$ cat src/rtl/fes_pkg.sv
package fes_pkg;

   typedef enum logic [2:0] {
      ST_IDLE   = 3'd0,
      ST_WINDOW = 3'd1,
      ST_ERASE  = 3'd2,
      ST_SUSP   = 3'd3,
      ST_PROG   = 3'd4,
      ST_FAIL   = 3'd5
   } fes_state_e;

   localparam int TOG_BIT  = 6;
   localparam int FAIL_BIT = 5;
   localparam int TMR_BIT  = 3;
   localparam int MIN_DATA_W = 8;

endpackage

$ cat src/rtl/fes_window_timer.sv
module fes_window_timer #(
   parameter int WINDOW_CYCLES = 400
) (
   input  logic clk,
   input  logic rst_n,
   input  logic run,
   input  logic restart,
   output logic expired
);
   localparam int CW = $clog2(WINDOW_CYCLES + 1);
   localparam logic [CW-1:0] LAST = CW'(WINDOW_CYCLES - 1);

   logic [CW-1:0] cnt_q;

   assign expired = run && !restart && (cnt_q == LAST);

   always_ff @(posedge clk) begin
      if (!rst_n) begin
         cnt_q <= '0;
      end else if (restart || !run || expired) begin
         cnt_q <= '0;
      end else begin
         cnt_q <= cnt_q + 1'b1;
      end
   end
endmodule

$ cat src/rtl/fes_pulse_counter.sv
module fes_pulse_counter #(
   parameter int PULSE_W = 12
) (
   input  logic               clk,
   input  logic               rst_n,
   input  logic               clear,
   input  logic               count_en,
   input  logic               achievable,
   input  logic [PULSE_W-1:0] done_pulses,
   input  logic [PULSE_W-1:0] pulse_limit,
   output logic               done,
   output logic               fail
);
   localparam int CW = PULSE_W + 1;

   logic [CW-1:0] cnt_q;
   logic [CW-1:0] cnt_next;

   assign cnt_next = cnt_q + 1'b1;
   assign done = count_en && achievable && (cnt_next >= CW'(done_pulses));
   assign fail = count_en && !done && (cnt_next >= CW'(pulse_limit));

   always_ff @(posedge clk) begin
      if (!rst_n) begin
         cnt_q <= '0;
      end else if (clear) begin
         cnt_q <= '0;
      end else if (count_en) begin
         cnt_q <= cnt_next;
      end
   end
endmodule

$ cat src/rtl/fes_status_port.sv
module fes_status_port
   import fes_pkg::*;
#(
   parameter int DATA_W = 8
) (
   input  logic              clk,
   input  logic              rst_n,
   input  logic              rd_strobe,
   input  logic              toggle_ok,
   input  logic              show_status,
   input  logic              fail_flag,
   input  logic              tmr_flag,
   input  logic [DATA_W-1:0] array_q,
   output logic [DATA_W-1:0] rd_data,
   output logic              tog_o
);
   logic tog_q;
   logic [DATA_W-1:0] status_w;

   always_ff @(posedge clk) begin
      if (!rst_n) begin
         tog_q <= 1'b0;
      end else if (rd_strobe && toggle_ok) begin
         tog_q <= ~tog_q;
      end
   end

   always_comb begin
      status_w           = '0;
      status_w[TOG_BIT]  = tog_q;
      status_w[FAIL_BIT] = fail_flag;
      status_w[TMR_BIT]  = tmr_flag;
   end

   assign rd_data = show_status ? status_w : array_q;
   assign tog_o   = tog_q;
endmodule

$ cat src/rtl/flash_status_gen.sv
module flash_status_gen
   import fes_pkg::*;
#(
   parameter int NUM_SECTORS   = 8,
   parameter int WINDOW_CYCLES = 400,
   parameter int PULSE_W       = 12,
   parameter int DATA_W        = 8,
   parameter int SECT_W        = (NUM_SECTORS > 1) ? $clog2(NUM_SECTORS) : 1
) (
   input  logic                   clk,
   input  logic                   rst_n,
   input  logic                   cmd_sector_erase,
   input  logic                   cmd_chip_erase,
   input  logic                   cmd_program,
   input  logic                   cmd_suspend,
   input  logic                   cmd_reset,
   input  logic [SECT_W-1:0]      sector_idx,
   input  logic [DATA_W-1:0]      prog_data,
   input  logic [PULSE_W-1:0]     done_pulses,
   input  logic [PULSE_W-1:0]     pulse_limit,
   input  logic                   rd_strobe,
   output logic [DATA_W-1:0]      rd_data,
   output logic                   busy,
   output logic [NUM_SECTORS-1:0] sector_mask
);
   generate
      if (NUM_SECTORS < 1) begin : g_bad_sectors
         $error("flash_status_gen: NUM_SECTORS must be at least 1");
      end
      if (WINDOW_CYCLES < 2) begin : g_bad_window
         $error("flash_status_gen: WINDOW_CYCLES must be at least 2");
      end
      if (DATA_W < MIN_DATA_W) begin : g_bad_data
         $error("flash_status_gen: DATA_W must hold the status byte");
      end
      if (PULSE_W < 2) begin : g_bad_pulse
         $error("flash_status_gen: PULSE_W must be at least 2");
      end
   endgenerate

   fes_state_e state_q, state_d;
   logic [DATA_W-1:0] array_q;
   logic [DATA_W-1:0] prog_q;
   logic              op_erase_q;

   logic add_sect, mask_clr, mask_all, win_restart;
   logic win_expired, pc_done, pc_fail, pc_clear, pc_en, achievable;
   logic tog_q;

   fes_window_timer #(.WINDOW_CYCLES(WINDOW_CYCLES)) u_win (
      .clk     (clk),
      .rst_n   (rst_n),
      .run     (state_q == ST_WINDOW),
      .restart (win_restart),
      .expired (win_expired)
   );

   assign pc_en      = (state_q == ST_PROG) || ((state_q == ST_ERASE) && !cmd_suspend);
   assign pc_clear   = !((state_q == ST_ERASE) || (state_q == ST_SUSP) || (state_q == ST_PROG));
   assign achievable = (state_q != ST_PROG) || ((~array_q & prog_q) == '0);

   fes_pulse_counter #(.PULSE_W(PULSE_W)) u_pulse (
      .clk         (clk),
      .rst_n       (rst_n),
      .clear       (pc_clear),
      .count_en    (pc_en),
      .achievable  (achievable),
      .done_pulses (done_pulses),
      .pulse_limit (pulse_limit),
      .done        (pc_done),
      .fail        (pc_fail)
   );

   always_comb begin
      state_d     = state_q;
      add_sect    = 1'b0;
      mask_clr    = 1'b0;
      mask_all    = 1'b0;
      win_restart = 1'b0;
      unique case (state_q)
         ST_IDLE: begin
            if (cmd_sector_erase) begin
               state_d     = ST_WINDOW;
               add_sect    = 1'b1;
               win_restart = 1'b1;
            end else if (cmd_chip_erase) begin
               state_d  = ST_ERASE;
               mask_all = 1'b1;
            end else if (cmd_program) begin
               state_d = ST_PROG;
            end
         end
         ST_WINDOW: begin
            if (cmd_reset) begin
               state_d  = ST_IDLE;
               mask_clr = 1'b1;
            end else if (cmd_sector_erase) begin
               add_sect    = 1'b1;
               win_restart = 1'b1;
            end else if (win_expired) begin
               state_d = ST_ERASE;
            end
         end
         ST_ERASE: begin
            if (cmd_suspend) begin
               state_d = ST_SUSP;
            end else if (pc_done) begin
               state_d  = ST_IDLE;
               mask_clr = 1'b1;
            end else if (pc_fail) begin
               state_d = ST_FAIL;
            end
         end
         ST_SUSP: begin
            if (cmd_suspend) state_d = ST_ERASE;
         end
         ST_PROG: begin
            if (pc_done)      state_d = ST_IDLE;
            else if (pc_fail) state_d = ST_FAIL;
         end
         ST_FAIL: begin
            if (cmd_reset) begin
               state_d  = ST_IDLE;
               mask_clr = 1'b1;
            end
         end
         default: state_d = ST_IDLE;
      endcase
   end

   always_ff @(posedge clk) begin
      if (!rst_n) begin
         state_q    <= ST_IDLE;
         op_erase_q <= 1'b0;
         prog_q     <= '1;
      end else begin
         state_q <= state_d;
         if (state_q == ST_IDLE && state_d == ST_PROG) begin
            prog_q     <= prog_data;
            op_erase_q <= 1'b0;
         end else if (state_q == ST_IDLE && state_d != ST_IDLE) begin
            op_erase_q <= 1'b1;
         end
      end
   end

   always_ff @(posedge clk) begin
      if (!rst_n) begin
         array_q <= '1;
      end else if (pc_done && state_q == ST_PROG) begin
         array_q <= array_q & prog_q;
      end else if (pc_done && state_q == ST_ERASE && !cmd_suspend) begin
         array_q <= '1;
      end
   end

   for (genvar s = 0; s < NUM_SECTORS; s++) begin : g_mask
      always_ff @(posedge clk) begin
         if (!rst_n) begin
            sector_mask[s] <= 1'b0;
         end else if (mask_clr) begin
            sector_mask[s] <= 1'b0;
         end else if (mask_all) begin
            sector_mask[s] <= 1'b1;
         end else if (add_sect && sector_idx == SECT_W'(s)) begin
            sector_mask[s] <= 1'b1;
         end
      end
   end

   fes_status_port #(.DATA_W(DATA_W)) u_stat (
      .clk         (clk),
      .rst_n       (rst_n),
      .rd_strobe   (rd_strobe),
      .toggle_ok   ((state_q == ST_WINDOW) || (state_q == ST_ERASE) || (state_q == ST_PROG)),
      .show_status (state_q != ST_IDLE),
      .fail_flag   (state_q == ST_FAIL),
      .tmr_flag    ((state_q == ST_ERASE) || (state_q == ST_SUSP) ||
                    ((state_q == ST_FAIL) && op_erase_q)),
      .array_q     (array_q),
      .rd_data     (rd_data),
      .tog_o       (tog_q)
   );

   assign busy = (state_q == ST_WINDOW) || (state_q == ST_ERASE) ||
                 (state_q == ST_SUSP)   || (state_q == ST_PROG);
endmodule

$ cat config.mk
export PLATFORM = sky130hd
export DESIGN_NAME = flash_status_gen
export DESIGN_NICKNAME = d
export VERILOG_FILES = /design/src/rtl/fes_pkg.sv /design/src/rtl/fes_window_timer.sv /design/src/rtl/fes_pulse_counter.sv /design/src/rtl/fes_status_port.sv /design/src/rtl/flash_status_gen.sv
export SDC_FILE = /design/constraint.sdc
export NUM_CORES = 1
export LEC_CHECK = 0
export CAP_MARGIN = 30
export CELL_PAD_IN_SITES_DETAIL_PLACEMENT = 0
export CELL_PAD_IN_SITES_GLOBAL_PLACEMENT = 1
export CORE_ASPECT_RATIO = 1.75
export CORE_UTILIZATION = 38
export CTS_CLUSTER_DIAMETER = 100
export CTS_CLUSTER_SIZE = 10
export DETAILED_ROUTE_END_ITERATION = 16
export PLACE_DENSITY = 0.91
export SETUP_SLACK_MARGIN = 0.2
export SLEW_MARGIN = 20
export SYNTH_ARGS = -nofsm -noshare
export SYNTH_HDL_FRONTEND = slang
export SYNTH_SLANG_ARGS = --single-unit
export TNS_END_PERCENT = 1
$ cat constraint.sdc
create_clock -name clk -period 3.5 [get_ports clk]
set_input_delay 0.525 -clock clk [delete_from_list [all_inputs] [get_ports clk]]
set_output_delay 0.525 -clock clk [all_outputs]
set_load 0.01 [all_outputs]
# --- After elaboration in Yosys (flattened, before gate mapping) ---
# Cells that the tools add are included.
totals:
  register_bits: 51
  inputBits: 43
  out_inout_bits: 17
  word_cells: 136
classes:
  n_addsub: 2
  magnitude_cmp: 2
  n_eq_ne: 15
  n_mux: 41
  bitwise_logic: 5
  n_reduce_logical: 56
op_table:
  columns: ["cell", "n"]
  rows:
  - ["$mux W3", 11]
  - ["$ge A13 B12 Y1", 2]
  - ["$mux W1", 24]
  - ["$mux W8", 3]
  - ["$logic_and A1 B1 Y1", 22]
  - ["$eq A3 B3 Y1 const B", 7]
  - ["$pmux W3 S6", 1]
  - ["$reduce_bool A2 Y1", 9]
  - ["$and A8 B8 Y8", 2]
  - ["$add A13 B1 Y13 const B", 1]
  - ["$eq A3 B2 Y1 const B", 4]
  - ["$logic_or A1 B1 Y1", 11]
  - ["$add A9 B1 Y9 const B", 1]
  - ["$eq A9 B9 Y1 const B", 1]
  - ["$logic_not A8 Y1", 1]
  - ["$not A8 Y8", 1]
  - ["$reduce_or A2 Y1", 4]
  - ["$eq A3 B1 Y1 const B", 2]
  - ["$logic_not A3 Y1", 2]
  - ["$reduce_bool A3 Y1", 2]
  - ["$logic_not A1 Y1", 4]
  - ["$pmux W1 S2", 2]
  - ["$ne A3 B3 Y1 const B", 1]
  - ["$not A1 Y1", 2]
  - ["$reduce_and A2 Y1", 1]

# --- Depth between registers and ports, before layout ---
depth:
  ltp_word: 16
  ltp_mapped: 14
  mapped_depth_nobuf: 14

# --- Modules after synthesis ---
# From an unflattened synthesis, not the netlist that was laid out.
hier_totals:
  hier_cells: 382
  area_unflattened_um2: 3324.4
by_module_without_submodules:
  columns: ["mod", "instances", "cells_each", "area_per_inst_um2", "seq_area_each_um2"]
  rows:
  - ["flash_status_gen", 1, 153, 1421.4, 560.5]
  - ["fes_pulse_counter", 1, 170, 1356.3, 260.2]
  - ["fes_window_timer", 1, 46, 425.4, 180.2]
  - ["fes_status_port", 1, 13, 121.4, 20.0]

# --- Worst setup path before layout ---
# Ideal clock, no wire load.
synth_timing:
  kind: "register -> register"
  startpoint: "register u_pulse.cnt_q[0]"
  endpoint: "register op_erase_q"
  setup_ns: 0.125
  arrival_ns: 2.909
  t_required_ns: 3.375
  slack_ns: 0.466
  path_stages_with_launch: 15
  n_path_buf: 0
  synth_period_minus_slack_ns: 3.034
  path_cell_list: "dfxtp_1 -> ha_1 -> and3_4 -> nand3_4 -> nor2_1 -> xor2_1 -> ha_1 -> nand4_1 -> nor2_1 -> a221o_1 -> o2111ai_1 -> a311o_1 -> a22oi_1 -> nor2_1 -> o41a_1"
synth_between:
  elab_chain_len: 13
synth_rtl:
  columns: ["element", "line_no", "source"]
  rows:
  - ["from (decl)", "fes_pulse_counter.sv:16", "logic [CW-1:0] cnt_q;"]
  - ["from (signal assigned)", "fes_pulse_counter.sv:29", "cnt_q <= cnt_next;"]
  - ["$add A13 B1 Y13 *", "fes_pulse_counter.sv:19", "assign cnt_next = cnt_q + 1'b1;"]
  - ["net u_pulse.cnt_next[8]", "fes_pulse_counter.sv:17", "logic [CW-1:0] cnt_next;"]
  - ["$ge A13 B12 Y1", "fes_pulse_counter.sv:20", "assign done = count_en && achievable && (cnt_next >= CW'(done_pulses));"]
  - ["$logic_and A1 B1 Y1", "fes_pulse_counter.sv:20", null]
  - ["$logic_not A1 Y1", "fes_pulse_counter.sv:21", "assign fail = count_en && !done && (cnt_next >= CW'(pulse_limit));"]
  - ["$logic_and A1 B1 Y1 (2 in a row)", "fes_pulse_counter.sv:21", null]
  - ["$mux W3", "flash_status_gen.sv:110, flash_status_gen.sv:119", null]
  - ["$mux W3 *", "flash_status_gen.sv:107", "end else if (pc_done) begin"]
  - ["$mux W3", "flash_status_gen.sv:105", "if (cmd_suspend) begin"]
  - ["$pmux W3 S6 *", "flash_status_gen.sv:80", "unique case (state_q)"]
  - ["$eq A3 B3 Y1", "flash_status_gen.sv:138", "if (state_q == ST_IDLE && state_d == ST_PROG) begin"]
  - ["$logic_and A1 B1 Y1", "flash_status_gen.sv:138", null]
  - ["$reduce_or A2 Y1 (no line)", null, null]
  - ["to (signal assigned)", "flash_status_gen.sv:134", "op_erase_q <= 1'b0;"]
  - ["to (signal assigned)", "flash_status_gen.sv:140", "op_erase_q <= 1'b0;"]
  - ["to (signal assigned)", "flash_status_gen.sv:142", "op_erase_q <= 1'b1;"]
  - ["to (decl)", "flash_status_gen.sv:44", "logic op_erase_q;"]
# Mark *: on every way through the listed nets, which the timed path passes. The rest lies on a longest branch.
# A chain may end at the register's enable or synchronous reset.

# --- Worst setup path in the final report ---
layout_timing:
  startpoint: "register u_pulse.cnt_q[1]"
  endpoint: "register op_erase_q"
# The elaborated chain is that of the path after synthesis.

==> flow_results.org <==
** Floorplan
- DIE AREA :: 8220 um2
- Floorplan Core Area :: 7570 um2
- During I/O placement, the number of pins put on the boundary was 60.
- The floorplan step set the die height to 119 um.
- Initial Utilization :: 0.394
- # rows :: 42
- Die Span X :: 69.0 um

** Setup path
- Crit start category :: flop
- Required arrival time at the worst endpoint :: 3670 ps
- Along the worst path, the maximum fanout reaches 4.
- The worst setup path is captured at a flop.
- Critical Setup Path Class :: flop to flop
- For the worst setup path, the data arrival time is 3460 ps.

** Route
- Drt pass-1 iters :: 4
- The routed design has 7.42 mm of wire.
- After detailed routing, the number of vias per cell comes to 5.36.
- After detailed routing, the number of remaining DRC violations is 0.
- After the first detailed-routing iteration, the DRC count stood at 178.
- Routed via count :: 2741
- In the final routed layout, each cell accounts on average for 14.5 um.
- In this run the remaining antenna-violating nets after routing total 0.

** GRT
- Vias in the first global route :: 2688
- Entering global routing, the biggest net connects 18 pins.
- The first global-routing pass estimated 12.0 mm of wire.
- The number of antenna violations at the first check in global routing is 0.
- The total overflow left after global routing is 0.
- Total global-route track usage :: 0.191

** CTS
- Root Buffer Master :: sky130_fd_sc_hd__clkbuf_16
- Buffers inserted to repair hold after CTS numbered 0.
- TritonCTS built the clock tree.
- H-tree depth :: 2
- Clock-pin transition on the worst setup and hold timing paths :: 70 ps
- Number of CTS-inserted buffers :: 5
- The clock passes through at most 2 buffers.
- For the worst-skew pair, the clock arrives at the later sink with an insertion delay of 290 ps.
- Total number of clock tree sinks :: 51

** Yosys
- A synthesized cell averages 8.31 um2.
- Most frequently used flop master after synthesis :: sky130_fd_sc_hd__dfxtp_1
- Counting flops with a built-in enable in the synthesized netlist gives 0.
- Counting distinct cell types in the post-synthesis netlist gives 51.
- Of the synthesized area, sequential elements account for 0.342.
- After technology mapping, the gate count stands at 359.
- Synth Warn # :: 0
- FFs w/ async S/R, synth :: 0
- Counting flops and latches in the post-synthesis netlist gives 51.
- Netlist area before placement :: 2980 um2
- The number of nets handed over by synthesis was 428.

** Placement
- PortBufs :: 59
- Cell count after placement :: 496
- Total half-perimeter wirelength after legalization and detailed placement :: 5.64 mm
- Once placement finished, the instance area stood at 3660 um2.
- The congestion estimate from routability-driven global placement came to 0.853.

** Timing
- RSZ-0062 raised after global routing :: true
- For the final routed database, the setup TNS stands at 0 ps.
- On the final layout, the worst clock skew is 9.91 ps.
- Measured against its own limit, the worst slew margin works out to 0.495.
- The count of pins over their slew limit is 0.
- Ratio of final minimum period to clock period :: 0.941
- Hold violation count in the final report :: 0
- Achievable frequency :: 0.304 GHz
- Final setup viols :: 0
- At the pin with the least slew margin, the transition time is 747 ps.
- Shortest clock period the worst path allows after layout :: 3290 ps

** Finish
- Number of inserted filler cells in the final layout :: 754
- Leaving out fill and tap cells, the most frequent cell in the layout is sky130_fd_sc_hd__clkdlybuf4s50_1.
- From synthesis to final layout, the design area changed by 33.7%.
- NumNets Final :: 491
- Final instance count without filler cells :: 511
- In the layout the commonest cells are sky130_fd_sc_hd__clkdlybuf4s50_1, sky130_fd_sc_hd__dfxtp_1, sky130_fd_sc_hd__nor2_1.
- Final std cell area, no fill :: 3990 um2
- Fraction of layout cells with a size suffix above 1 :: 0.0946
- Count of inserted antenna diode cells :: 0

** Power and ir drop
- In this run the power density over the cells is 373 nW/um2.
- Maximum resistive drop on vdd :: 0.245 mV
- In this run the static leakage power is 1.65 nW.

** Worst hold path
- The min-delay analysis places its worst path in the category flop to flop.

** Status
- The flow ran to the end, and the final reports show no timing, DRC or antenna violations.

** Job
- Number of maximum-capacitance violations :: 0
metrics by stage:
step | power [mW] | util | setup slack (ps) | hold slack [ps]
after floorplan | 0.786 | - | 466 | 413
final | 1.49 | 0.527 | 207 | 444
after CTS | 1.50 | 0.510 | 208 | 448
after global placement | 0.931 | 0.483 | 213 | 423
after global routing | 1.55 | 0.527 | 24.7 | 458
after detailed placement | 0.936 | 0.483 | 66.3 | 439
worst paths after layout:
check / from / to / slack, ps / cells after the start
worst max-delay path: u_pulse.cnt_q[1] / op_erase_q / 210 / 15
worst min-delay path: u_win.cnt_q[0] / u_win.cnt_q[0] / 440 / 1
worst max register to register: u_pulse.cnt_q[1] / op_erase_q / 210 / 15
worst min register to register: u_win.cnt_q[0] / u_win.cnt_q[0] / 440 / 1
cell families after synthesis:
family	Yosys count	synth area share
AND/OR/NAND/NOR	125	0.209
AO/OA/AOI/OAI	74	0.172
flip-flops	51	0.342
buffers and inverters	48	0.0617
XOR/XNOR	30	0.0881
adder cells (fa/ha/maj)	26	0.109
multiplexers	5	0.0172
worst max-delay path, cell delays in order, from the launching register on:
cell and delay, ps:
sky130_fd_sc_hd__dfxtp_4 370, sky130_fd_sc_hd__ha_4 140, sky130_fd_sc_hd__and3_4 210, sky130_fd_sc_hd__nand3_4 120, sky130_fd_sc_hd__nor2_4 160, sky130_fd_sc_hd__xor2_2 90
sky130_fd_sc_hd__ha_1 320, sky130_fd_sc_hd__nand4_1 110, sky130_fd_sc_hd__nor2_1 120, sky130_fd_sc_hd__a221o_1 170, sky130_fd_sc_hd__o2111ai_2 150, sky130_fd_sc_hd__a311o_1 420
sky130_fd_sc_hd__buf_6 140, sky130_fd_sc_hd__a31oi_2 170, sky130_fd_sc_hd__nor2_2 70, sky130_fd_sc_hd__o41a_1 400
final cells by class:
class	instances	area, um2	area share
multi-input combinational	260	1880	0.472
sequential	51	1030	0.258
timing repair buffer	69	667	0.167
inverter	35	131	0.0330
clock buffer	6	129	0.0323
tap	88	110	0.0276
clock inverter	2	38.8	0.00973
where the power goes:
group | switching, mW | leakage (nW) | internal (mW) | total (mW)
Clock | 0.216 | 0.0815 | 0.340 | 0.556
Combinational | 0.136 | 1.15 | 0.167 | 0.303
Sequential | 0.0263 | 0.417 | 0.603 | 0.629
routing by layer:
layer / up-vias / part of all wire / track usage
met3: 13 / 0.040 / 0.0393
li1: 1374 / - / -
met2: 85 / 0.55 / 0.335
met1: 1269 / 0.39 / 0.216
met5: - / 0 / 0
met4: 0 / 0.017 / 0.0676
sequential cells by signal (all words and copies together) (netlist names):
register / flops
u_stat.tog_o: 1
sector_mask: 8
state_q: 3
u_pulse.cnt_q: 13
op_erase_q: 1
u_win.cnt_q: 9
prog_q: 8
array_q: 8
Yosys cell counts, types with 2 or more instances:
cell type / number / area, um2
sky130_fd_sc_hd__a211oi_1: 10 / 75.1
sky130_fd_sc_hd__a21o_1: 4 / 30.0
sky130_fd_sc_hd__a21oi_1: 14 / 70.1
sky130_fd_sc_hd__a311oi_1: 3 / 26.3
sky130_fd_sc_hd__and2_1: 8 / 50.1
sky130_fd_sc_hd__and3_1: 4 / 25.0
sky130_fd_sc_hd__buf_2: 3 / 15.0
sky130_fd_sc_hd__clkbuf_1: 9 / 33.8
sky130_fd_sc_hd__dfxtp_1: 51 / 1020
sky130_fd_sc_hd__ha_1: 26 / 325
sky130_fd_sc_hd__inv_1: 35 / 131
sky130_fd_sc_hd__mux2i_1: 4 / 40.0
sky130_fd_sc_hd__nand2_1: 27 / 101
sky130_fd_sc_hd__nand2b_1: 3 / 18.8
sky130_fd_sc_hd__nand3_1: 12 / 60.1
sky130_fd_sc_hd__nand4_1: 6 / 37.5
sky130_fd_sc_hd__nor2_1: 42 / 158
sky130_fd_sc_hd__nor2b_1: 5 / 31.3
sky130_fd_sc_hd__nor3_1: 3 / 15.0
sky130_fd_sc_hd__nor4_1: 2 / 12.5
sky130_fd_sc_hd__o211ai_1: 7 / 52.6
sky130_fd_sc_hd__o21ai_0: 11 / 55.1
sky130_fd_sc_hd__o22a_1: 7 / 61.3
sky130_fd_sc_hd__o22ai_1: 5 / 31.3
sky130_fd_sc_hd__or3_1: 4 / 25.0
sky130_fd_sc_hd__xnor2_1: 13 / 114
sky130_fd_sc_hd__xor2_1: 17 / 149
what timing repair did:
action | CTS | global route
setup endpoints to repair | 16 | 20
pin swaps | 1 | 11
buffers inserted | 1 | 5
resized for setup | 5 | 18
cloned | 0 | 0
Power figures use the tool's default switching activity.
